--- config.mk ---
export PLATFORM = sky130hd
export DESIGN_NAME = nand_ecc_corrector
export DESIGN_NICKNAME = d
export VERILOG_FILES = /design/src/rtl/ecc_pkg.sv /design/src/rtl/ecc_parity_acc.sv /design/src/rtl/ecc_code_pack.sv /design/src/rtl/ecc_classify.sv /design/src/rtl/nand_ecc_corrector.sv
export SDC_FILE = /design/constraint.sdc
export NUM_CORES = 1
export LEC_CHECK = 0
export BUFFER_PORTS_ARGS = -buffer_cell sky130_fd_sc_hd__buf_2
export CAP_MARGIN = 20
export CORE_MARGIN = 3
export CORE_UTILIZATION = 53
export CTS_BUF_LIST = sky130_fd_sc_hd__clkbuf_8
export CTS_CLUSTER_DIAMETER = 120
export DETAILED_ROUTE_END_ITERATION = 10
export GPL_TIMING_DRIVEN = 0
export MAX_ROUTING_LAYER = met4
export PLACE_DENSITY = 0.76
export SLEW_MARGIN = 20
export SYNTH_ARGS = -nofsm -noshare
export SYNTH_HDL_FRONTEND = slang
export SYNTH_SLANG_ARGS = --single-unit
--- constraint.sdc ---
create_clock -name clk -period 6.9 [get_ports clk]
set_clock_uncertainty 0.05 [all_clocks]
set_input_delay 0.345 -clock clk [delete_from_list [all_inputs] [get_ports clk]]
set_output_delay 0.345 -clock clk [all_outputs]
set_load 0.1 [all_outputs]
--- src/rtl/ecc_pkg.sv ---
package ecc_pkg;

    localparam int RAW_W    = 32;
    localparam int RAW_HALF = 16;

    typedef enum logic [1:0] {
        ST_CLEAN    = 2'd0,
        ST_DATA_FIX = 2'd1,
        ST_CODE_ERR = 2'd2,
        ST_UNCORR   = 2'd3
    } chk_status_e;

    typedef enum logic [1:0] {
        S_IDLE   = 2'd0,
        S_ACCUM  = 2'd1,
        S_EMIT   = 2'd2,
        S_REPORT = 2'd3
    } eng_state_e;

endpackage

--- src/rtl/ecc_parity_acc.sv ---
module ecc_parity_acc
    import ecc_pkg::*;
#(
    parameter int OFS_W = 9
) (
    input  logic                 clk,
    input  logic                 rst_n,
    input  logic                 clr,
    input  logic                 en,
    input  logic [OFS_W-1:0]     ofs,
    input  logic [7:0]           data,
    output logic [RAW_W-1:0]     raw
);
    localparam int AW = OFS_W + 3;

    function automatic logic [7:0] lane_mask(input int k);
        logic [7:0] m;
        for (int b = 0; b < 8; b++) m[b] = ((b >> k) & 1) == 1;
        return m;
    endfunction

    logic [AW-1:0] hi_q, lo_q;
    logic [AW-1:0] hi_t, lo_t;
    logic          byte_par;

    assign byte_par = ^data;

    genvar k;
    generate
        for (k = 0; k < AW; k++) begin : g_pos
            if (k < 3) begin : g_lane
                assign hi_t[k] = ^(data & lane_mask(k));
                assign lo_t[k] = ^(data & ~lane_mask(k));
            end else begin : g_ofs
                assign hi_t[k] = ofs[k-3]  & byte_par;
                assign lo_t[k] = ~ofs[k-3] & byte_par;
            end
        end
    endgenerate

    always_ff @(posedge clk or negedge rst_n) begin
        if (!rst_n) begin
            hi_q <= '0;
            lo_q <= '0;
        end else if (clr) begin
            hi_q <= '0;
            lo_q <= '0;
        end else if (en) begin
            hi_q <= hi_q ^ hi_t;
            lo_q <= lo_q ^ lo_t;
        end
    end

    always_comb begin
        raw = '0;
        raw[AW-1:0]          = lo_q;
        raw[RAW_HALF +: AW]  = hi_q;
    end

endmodule

--- src/rtl/ecc_code_pack.sv ---
module ecc_code_pack
    import ecc_pkg::*;
#(
    parameter int AW = 12
) (
    input  logic [RAW_W-1:0]  raw,
    output logic [2*AW-1:0]   code
);
    logic unused_holes;
    assign unused_holes = ^{raw[RAW_HALF-1:AW], raw[RAW_W-1:RAW_HALF+AW]};

    assign code = ~{raw[RAW_HALF +: AW], raw[AW-1:0]};

endmodule

--- src/rtl/ecc_classify.sv ---
module ecc_classify
    import ecc_pkg::*;
#(
    parameter int AW           = 12,
    parameter int SECTOR_BYTES = 512
) (
    input  logic [2*AW-1:0] stored,
    input  logic [2*AW-1:0] computed,
    output logic [1:0]      status,
    output logic [AW-4:0]   ofs,
    output logic [2:0]      bitidx
);
    logic [2*AW-1:0] diff;
    logic [AW-1:0]   lo, hi;
    logic [AW-4:0]   ofs_mark;
    logic            complement;

    assign diff       = stored ^ computed;
    assign lo         = diff[AW-1:0];
    assign hi         = diff[2*AW-1:AW];
    assign ofs_mark   = hi[AW-1:3];
    assign complement = (lo ^ hi) == {AW{1'b1}};

    always_comb begin
        status = ST_CLEAN;
        ofs    = '0;
        bitidx = '0;
        if (diff == '0) begin
            status = ST_CLEAN;
        end else if (complement) begin
            if (32'(ofs_mark) < 32'(SECTOR_BYTES)) begin
                status = ST_DATA_FIX;
                ofs    = ofs_mark;
                bitidx = hi[2:0];
            end else begin
                status = ST_UNCORR;
            end
        end else if ($onehot(diff)) begin
            status = ST_CODE_ERR;
        end else begin
            status = ST_UNCORR;
        end
    end

endmodule

--- src/rtl/nand_ecc_corrector.sv ---
module nand_ecc_corrector
    import ecc_pkg::*;
#(
    parameter int SECTOR_BYTES = 512
) (
    input  logic                              clk,
    input  logic                              rst_n,
    input  logic                              start,
    input  logic                              data_valid,
    input  logic [7:0]                        data_in,
    input  logic                              done,
    input  logic                              chk_req,
    input  logic [2*($clog2(SECTOR_BYTES)+3)-1:0] chk_code,
    output logic                              code_valid,
    output logic [2*($clog2(SECTOR_BYTES)+3)-1:0] code_word,
    output logic                              code_byte_valid,
    output logic [7:0]                        code_byte,
    output logic                              stat_valid,
    output logic [1:0]                        status,
    output logic [$clog2(SECTOR_BYTES)-1:0]   err_offset,
    output logic [2:0]                        err_bit
);
    localparam int OFS_W = $clog2(SECTOR_BYTES);
    localparam int AW    = OFS_W + 3;
    localparam int CW    = 2 * AW;
    localparam int NB    = (CW + 7) / 8;
    localparam int CNT_W = OFS_W + 1;
    localparam int EW    = (NB > 1) ? $clog2(NB) : 1;

    eng_state_e        state_q, state_d;
    logic [CNT_W-1:0]  cnt_q;
    logic [EW-1:0]     emit_q;
    logic              have_code_q;
    logic [CW-1:0]     code_q;
    logic [1:0]        res_status_q;
    logic [OFS_W-1:0]  res_ofs_q;
    logic [2:0]        res_bit_q;

    logic              full;
    logic              acc_en;
    logic [RAW_W-1:0]  raw;
    logic [CW-1:0]     fresh_code;
    logic [1:0]        cls_status;
    logic [OFS_W-1:0]  cls_ofs;
    logic [2:0]        cls_bit;
    logic [NB*8-1:0]   code_pad;

    assign full   = cnt_q == CNT_W'(SECTOR_BYTES);
    assign acc_en = (state_q == S_ACCUM) && data_valid && !full && !start;

    ecc_parity_acc #(.OFS_W(OFS_W)) u_acc (
        .clk   (clk),
        .rst_n (rst_n),
        .clr   (start),
        .en    (acc_en),
        .ofs   (cnt_q[OFS_W-1:0]),
        .data  (data_in),
        .raw   (raw)
    );

    ecc_code_pack #(.AW(AW)) u_pack (
        .raw  (raw),
        .code (fresh_code)
    );

    ecc_classify #(.AW(AW), .SECTOR_BYTES(SECTOR_BYTES)) u_cls (
        .stored   (chk_code),
        .computed (code_q),
        .status   (cls_status),
        .ofs      (cls_ofs),
        .bitidx   (cls_bit)
    );

    // next-state logic
    always_comb begin
        state_d = state_q;
        if (start) begin
            state_d = S_ACCUM;
        end else begin
            unique case (state_q)
                S_IDLE:   if (chk_req && have_code_q) state_d = S_REPORT;
                S_ACCUM:  if (done && full)           state_d = S_EMIT;
                S_EMIT:   if (emit_q == EW'(NB-1))    state_d = S_IDLE;
                S_REPORT:                             state_d = S_IDLE;
            endcase
        end
    end

    // state register
    always_ff @(posedge clk or negedge rst_n) begin
        if (!rst_n) state_q <= S_IDLE;
        else        state_q <= state_d;
    end

    // datapath registers
    always_ff @(posedge clk or negedge rst_n) begin
        if (!rst_n) begin
            cnt_q        <= '0;
            emit_q       <= '0;
            have_code_q  <= 1'b0;
            code_q       <= '0;
            res_status_q <= '0;
            res_ofs_q    <= '0;
            res_bit_q    <= '0;
        end else begin
            if (start)       cnt_q <= '0;
            else if (acc_en) cnt_q <= cnt_q + 1'b1;

            if (state_q == S_EMIT && state_d == S_EMIT) emit_q <= emit_q + 1'b1;
            else                                        emit_q <= '0;

            if (start) begin
                have_code_q <= 1'b0;
            end else if (state_q == S_ACCUM && state_d == S_EMIT) begin
                have_code_q <= 1'b1;
                code_q      <= fresh_code;
            end

            if (state_q == S_IDLE && state_d == S_REPORT) begin
                res_status_q <= cls_status;
                res_ofs_q    <= cls_ofs;
                res_bit_q    <= cls_bit;
            end
        end
    end

    // outputs
    assign code_pad = (NB*8)'(code_q);

    always_comb begin
        code_valid      = have_code_q;
        code_word       = code_q;
        code_byte_valid = (state_q == S_EMIT);
        code_byte       = code_pad[8*emit_q +: 8];
        stat_valid      = (state_q == S_REPORT);
        status          = res_status_q;
        err_offset      = res_ofs_q;
        err_bit         = res_bit_q;
    end

endmodule

### Word level (Yosys, flattened, before mapping)

Index checks and enable logic that the tools add are counted.

| cells by class | value |
|---|---|
| reductions and logical operators | 22 |
| equal/unequal tests | 9 |
| add/subtract/negate cells | 25 |
| mux-type cells | 21 |
| bitwise operators | 33 |
| shift operators | 1 |

Operator list:

| kind | number |
|---|---|
| XOR reduction 8 bit | 7 |
| adder 5 bit | 11 |
| 2-to-1 mux 12 bit | 4 |
| XOR 12 bit | 3 |
| adder 1 x 1 -> 2 bit | 12 |
| zero test 24 bit | 1 |
| NOT 24 bit | 1 |
| variable part select 24 x 6 -> 8 bit | 1 |
| XOR 24 bit | 1 |
| 2-to-1 mux 10 bit | 2 |
| bitwise AND 1 bit | 18 |
| 2-to-1 mux 9 bit | 2 |
| 2-to-1 mux 2 bit | 7 |
| equality test 12 bit, second input constant | 1 |
| adder 10 x 1 -> 10 bit, second input constant | 1 |
| equality test 10 bit, second input constant | 1 |
| equality test 2 bit, second input constant | 5 |
| NOT 1 bit | 10 |
| logical AND 1 bit | 8 |
| one-hot mux 2 bit (4 select lines) | 1 |
| 2-to-1 mux 3 bit | 2 |
| equality test 5 x 1 -> 1 bit, second input constant | 1 |
| nonzero test 2 bit | 2 |
| 2-to-1 mux 1 bit | 3 |
| other kinds (5) | 6 |

| word-level totals | value |
|---|---|
| register bits | 77 |
| input bits | 38 |

### Logic depth before layout (Yosys ltp)

| logic depth | value |
|---|---|
| word-level depth | 10 |
| gate-level depth with buffers | 18 |
| mapped depth without buffers | 18 |

### By module

A second synthesis with hierarchy kept.

| unflattened totals | value |
|---|---|
| cell total of the unflattened synthesis | 522 |
| area total of the unflattened synthesis | 5,352.6 µm² |

Modules (own cells, without submodules):

| module | area an instance (µm²) | instances | cells an instance |
|---|---|---|---|
| nand_ecc_corrector | 2,458.6 | 1 | 195 |
| ecc_classify | 1,486.4 | 1 | 158 |
| ecc_parity_acc | 1,317.5 | 1 | 145 |
| ecc_code_pack | 90.1 | 1 | 24 |

### Least setup slack after synthesis

OpenSTA, ideal clock, no wires.

| timing path | value |
|---|---|
| kind | register -> register |
| start | register code_q[22], in the netlist code_word[22] |
| end | register res_status_q[0], in the netlist status[0] |
| data arrival time | 5.387 ns |
| setup slack | 1.340 ns |
| stages on the path, launching flop included | 18 |
| setup time | 0.123 ns |
| clock period less this slack | 5.560 ns |
| buffers on the path | 0 |
| required time | 6.727 ns |
| cell sequence | dfrtp_1 -> xnor2_1 -> inv_1 -> ha_1 -> fa_1 -> inv_1 -> fa_1 -> fa_1 -> fa_1 -> inv_1 -> fa_1 -> ha_1 -> fa_1 -> nand2b_1 -> o221ai_1 -> nand4_1 -> a22oi_1 -> nand2_1 |

| between the ends | value |
|---|---|
| word-level cells in the longest chain between the ends | 9 |
| elaborated cells between the ends (all ways) | 12 |
| those cells by class | add/sub (4); eq/ne (2); mux (3); bitwise (2); reduce/logical (1) |

RTL lines:

| element | line | source |
|---|---|---|
| start, declared | nand_ecc_corrector.sv:34 | `logic [CW-1:0] code_q;` |
| start signal, assigned | nand_ecc_corrector.sv:116 | `code_q <= fresh_code;` |
| XOR 24 bit * | ecc_classify.sv:18 | `assign diff = stored ^ computed;` |
| adder 1 x 1 -> 2 bit (implied by the code) | ecc_classify.sv:38 | `end else if ($onehot(diff)) begin` |
| adder 5 bit (implied by the code) (3 in a row) | ecc_classify.sv:38 |  |
| equality test 5 x 1 -> 1 bit | ecc_classify.sv:38 |  |
| 2-to-1 mux 1 bit | ecc_classify.sv:38 |  |
| 2-to-1 mux 2 bit | ecc_classify.sv:30 | `end else if (complement) begin` |
| 2-to-1 mux 2 bit * | ecc_classify.sv:28 | `if (diff == '0) begin` |
| end signal, assigned | nand_ecc_corrector.sv:120 | `res_status_q <= cls_status;` |
| end, declared | nand_ecc_corrector.sv:35 | `logic [1:0] res_status_q;` |

Mark *: on every way between the ends. The rest lies on a longest branch, timed or not.
A chain may end at the register's enable or synchronous reset.

### Worst setup path in the final report

| timing path | value |
|---|---|
| start | register code_q[23], in the netlist code_word[23] |
| end | register res_status_q[0], in the netlist status[0] |

Same word-level chain as after synthesis.

==> metrics.sh <==
RUN_STATUS='completed'
POWER_REPORT.INTERNAL_TOTAL_W=0.000857
RSZ_0062_RAISED_AFTER_GLOBAL_ROUTING='no'
POWER.CLOCK.FRACTION_PCT=26.6
PLACE.GP.CONGESTION=0.935
LAYOUT_SETUP_WS_NS=1.45
CTS.ROOT.BUFFER_CELL='sky130_fd_sc_hd__clkbuf_8'
DIEAREA_MM2=0.0106
POWER.IR.VDD_WORST_mV=0.199
WORSTREG2REGSTART='code_word[23]'
POSTSYNTHCELLCOUNT=523
DP_WORST_SLACK_NS=1.45
TOTAL_NEGATIVE_SLACK_FOR_SETUP_CHECKS_NS=0
GRT_FIRST_PASS_WIRELENGTH_UM=19200
SYNTH_FF_TYPE='sky130_fd_sc_hd__dfrtp_1'
ROUTED_WIRE_LENGTH_PER_INSTANCE_UM=16.2
TRITONCTS_NUM_SINKS=77
WORST_HOLD_STARTPOINT='chk_req'
SYNTH_ENABLE_FLOP_CELLS=0
SETUP.WORST_PATH.START='code_word[23]'
IOS=87
CELL_BREAKDOWN_OF_THE_CRITICAL_PATH='xnor2_1 > inv_1 > ha_1 > fa_1 > inv_1 > fa_1 > fa_1 > fa_1 > inv_1 > fa_1 > ha_1 > fa_1 > nand2b_1 > o221ai_1 > nand4_1 > a22oi_1 > nand2_1'
SYNTH_AREA_PER_CELL_UM2=9.50
TIMING.SETUP.CRITICAL_PATH_CLASS='register to register'
POST_SYNTHESIS_REGISTER_BIT_COUNT=77
COMBPWRFRAC_PCT=36.9
SYNTH_NETS=613
POST_ROUTE_CELLS_DRIVE_ABOVE_1_SHARE_PCT=18.2
CP.ARRIVAL_NS=5.64
NUMBER_OF_DIODES=0
TIMING.CRITICAL_PATH.BUF_INV=3
CLOCK_INSERTION_DELAY_WORST_SKEW_NS=0.35
CORE-AREA_MM2=0.00889
DETAILEDROUTE.FIRSTITERATIONVIOLATIONS=220
NUMBER_OF_FAILING_SETUP_ENDPOINTS_IN_THE_FINAL_TIMING_REPORT=0
TIMING.FINAL.MAX_SLEW_VIOLATIONS=0
NUMPORTBUFFERS=86
ROUTE.DETAILED.VIAS_PER_INST=5.32
SYN_AREA_MM2=0.00497
CTS.PATH.MAX_BUFFERS=2
CTS_INSERTED_BUFFERS=9
DETAILEDPLACEMENTHPWL_UM=9820
POWERDENSITY_mW_PER_MM2=230
REQUIRED_NS=7.09
REPORT.FINAL.HOLD_VIOL_COUNT=0
GRTUSAGETOTAL_PCT=24.5
DETAILED_ROUTE_VIA_COUNT=3909
CP-END-KIND='register'
SYNTH.LIB_CELLS_USED.DISTINCT=43
MAX_FREQ_MHz=183
INITIAL_CORE_UTIL_PCT=55.9
SYNTH_SEQ_AREA_SHARE_PCT=38.8
DIE_W_UM=103
NUM_ROWS=34
TRITONCTS='done'
GRT_MAX_DEGREE=49
MAX-CAP-VIOLATIONS=0
WORSTHOLDPATHTYPE='input pin to register'
SEQUENTIALPOWERSHARE_PCT=36.5
DIE-HEIGHT_UM=103
FIRST_PASS_ITERS=4
FINISH.NET_COUNT=712
SYNTH_AREA_LEADERS='sky130_fd_sc_hd__dfrtp_1, sky130_fd_sc_hd__xnor2_1, sky130_fd_sc_hd__ha_1'
TIMING.CRITICAL_PATH.MODE_CELL='sky130_fd_sc_hd__fa_1'
REMAINING_DRC_ERRORS=0
ASYNC_RESET_FF_SHARE_PCT=100
ANTENNA_LEFT=0
GRT_ANTENNA_BEFORE_REPAIR=0
NUMBER_OF_LEVELS_THE_H_TREE_WAS_SPLIT_INTO=3
CPPEAKSTAGEDELAY_NS=0.55
TOTAL_LEAKAGE_POWER_nW=2.88
SYNTH_TOP_AREA_SHARE_PCT=38.8
POWER.SHARE.SWITCHING_PCT=35.4
CRITPATHMAXFANOUT=4
VIA_COUNT_OF_THE_FIRST_GLOBAL_ROUTING_PASS=3877
RELSLEWSLACK_PCT=51.3
GLOBAL_ROUTE.OVERFLOW_TOTAL=0
YOSYS.AREA.TOP_TYPE='sky130_fd_sc_hd__dfrtp_1'
YOSYSWARNINGS=0
MAX_SLEW.WORST_PIN.SLEW_NS=0.724
POWER_SWITCHING_W=0.000469
CRITICAL_PATH.STARTPOINT_TYPE='register'
AREA.GROWTH.SYNTH_TO_FINAL_PCT=16.3
TOTALWIRELENGTH_UM=11900
FIN_CRIT_SH_PCT=79.0
PERIOD_MINUS_SLACK_NS=5.45
CLK_PIN_SLEW_WORST_PATHS_NS=0.08
CRITICAL_PATH.TOP_DELAY_FAMILY='adder cells'
CPMAXSTAGEDELAYCELL='sky130_fd_sc_hd__fa_1'
[path summary, 6_finish.rpt]
kind / cells past startpoint / end / slack (ns)
worst min-delay path: 3 / state_q[0] / 0.28
worst min register to register: 2 / err_offset[4] / 0.43
max in group asynchronous: 3 / code_word[18] / 5.80
min in group asynchronous: 2 / err_offset[2] / 0.42
worst max-delay path: 17 / status[0] / 1.45
worst max register to register: 17 / status[0] / 1.45
[through the flow]
stage	util [%]	area, um^2	cells	hold slack [ns]	power [W]
after floorplan	-	4970	523	-0.000591	0.000856
after global placement	62.2	5530	717	0.407	0.000949
after detailed placement	62.6	5560	718	0.264	0.000983
after CTS	65.0	5780	735	0.269	0.00134
after global routing	65.0	5780	735	0.319	0.00142
final	65.0	5780	735	0.281	0.00133
[synthesized netlist by cell type (2+ instances only)]
cell / n
sky130_fd_sc_hd__or3_1: 16
sky130_fd_sc_hd__o21ai_0: 54
sky130_fd_sc_hd__mux2i_1: 8
sky130_fd_sc_hd__nor3_1: 2
sky130_fd_sc_hd__a21oi_1: 18
sky130_fd_sc_hd__buf_2: 3
sky130_fd_sc_hd__fa_1: 19
sky130_fd_sc_hd__and3b_1: 2
sky130_fd_sc_hd__dfrtp_1: 77
sky130_fd_sc_hd__nand2b_1: 3
sky130_fd_sc_hd__or2b_1: 7
sky130_fd_sc_hd__and3_1: 3
sky130_fd_sc_hd__inv_1: 59
sky130_fd_sc_hd__o21ai_1: 4
sky130_fd_sc_hd__and2_1: 2
sky130_fd_sc_hd__nor2b_1: 5
sky130_fd_sc_hd__clkbuf_1: 12
sky130_fd_sc_hd__nand2_1: 63
sky130_fd_sc_hd__xnor2_1: 53
sky130_fd_sc_hd__nor2_1: 26
sky130_fd_sc_hd__o22ai_1: 3
sky130_fd_sc_hd__ha_1: 33
sky130_fd_sc_hd__buf_6: 4
sky130_fd_sc_hd__nand4_1: 12
sky130_fd_sc_hd__xor2_1: 13
sky130_fd_sc_hd__mux2_1: 2
sky130_fd_sc_hd__nor4_1: 3
sky130_fd_sc_hd__nor3b_1: 2
[layer usage]
layer,vias up,track usage (%),share of wire [%]
met1,1895,28.7,41
li1,1914,-,-
met5,-,-,0
met4,0,5.98,1.6
met2,88,44.2,54
met3,12,3.79,4.0
[cell type report]
class / instances / area (um^2)
well taps: 108 / 135
fillers: 752 / 3120
multi-input cells: 367 / 2710
clock inverters: 7 / 80.1
plain buffers: 20 / 109
repair buffers: 88 / 470
clock buffers: 9 / 124
inverters: 59 / 221
flip-flops and latches: 77 / 1930
[flip-flops by register name, indices dropped and copies added, names as in the netlist]
signal,cells
cnt_q,10
code_valid,1
code_word,24
emit_q,2
err_bit,3
err_offset,9
state_q,2
status,2
u_acc.hi_q,12
u_acc.lo_q,12
[power groups by stage]
stage | sequential (W) | combinational (W) | clock [W]
detailed placement | 0.000493 | 0.000490 | 0
CTS | 0.000484 | 0.000493 | 0.000361
global route | 0.000487 | 0.000556 | 0.000381
floorplan | 0.000487 | 0.000370 | 0
global placement | 0.000492 | 0.000457 | 0
finish | 0.000484 | 0.000489 | 0.000353
[worst min-delay path: stages]
cell,delay [ns]
sky130_fd_sc_hd__buf_2,0.10
sky130_fd_sc_hd__a21oi_1,0.13
sky130_fd_sc_hd__o31ai_1,0.07
[cells in the final DEF, fill, tap and decap left out, types with 2 or more instances in the layout]
cell / instances
sky130_fd_sc_hd__nand2_1: 63
sky130_fd_sc_hd__buf_6: 4
sky130_fd_sc_hd__o21ai_1: 4
sky130_fd_sc_hd__or2b_1: 7
sky130_fd_sc_hd__nand2b_1: 3
sky130_fd_sc_hd__and3_1: 3
sky130_fd_sc_hd__xnor2_1: 53
sky130_fd_sc_hd__xor2_1: 13
sky130_fd_sc_hd__o21ai_0: 54
sky130_fd_sc_hd__clkbuf_8: 9
sky130_fd_sc_hd__or3_1: 16
sky130_fd_sc_hd__nor3b_1: 2
sky130_fd_sc_hd__a21oi_1: 18
sky130_fd_sc_hd__clkbuf_1: 12
sky130_fd_sc_hd__ha_1: 33
sky130_fd_sc_hd__nor4_1: 3
sky130_fd_sc_hd__and3b_1: 2
sky130_fd_sc_hd__nor2b_1: 5
sky130_fd_sc_hd__nand4_1: 12
sky130_fd_sc_hd__fa_1: 19
sky130_fd_sc_hd__buf_2: 88
sky130_fd_sc_hd__mux2i_1: 8
sky130_fd_sc_hd__and2_1: 2
sky130_fd_sc_hd__o22ai_1: 3
sky130_fd_sc_hd__inv_6: 2
sky130_fd_sc_hd__mux2_1: 2
sky130_fd_sc_hd__inv_1: 59
sky130_fd_sc_hd__dfrtp_1: 77
sky130_fd_sc_hd__nor3_1: 2
sky130_fd_sc_hd__nor2_1: 26
[cell families after synthesis]
| logic type | Yosys count | synth area share [%] |
|---|---|---|
| flip-flops | 77 | 38.8 |
| buffers and inverters | 79 | 6.65 |
| AO/OA/AOI/OAI | 88 | 9.57 |
| multiplexers | 10 | 2.07 |
| XOR/XNOR | 66 | 11.6 |
| adder cells (fa/ha/maj) | 52 | 16.0 |
| AND/OR/NAND/NOR | 151 | 15.3 |
[timing repair]
action | CTS | global route
hold buffers | 1 | 0
endpoints found under the hold margin | 29 | 0
setup buffers | 0 | 0
resized for setup | 0 | 0
(Power assumes the default switching activity.)
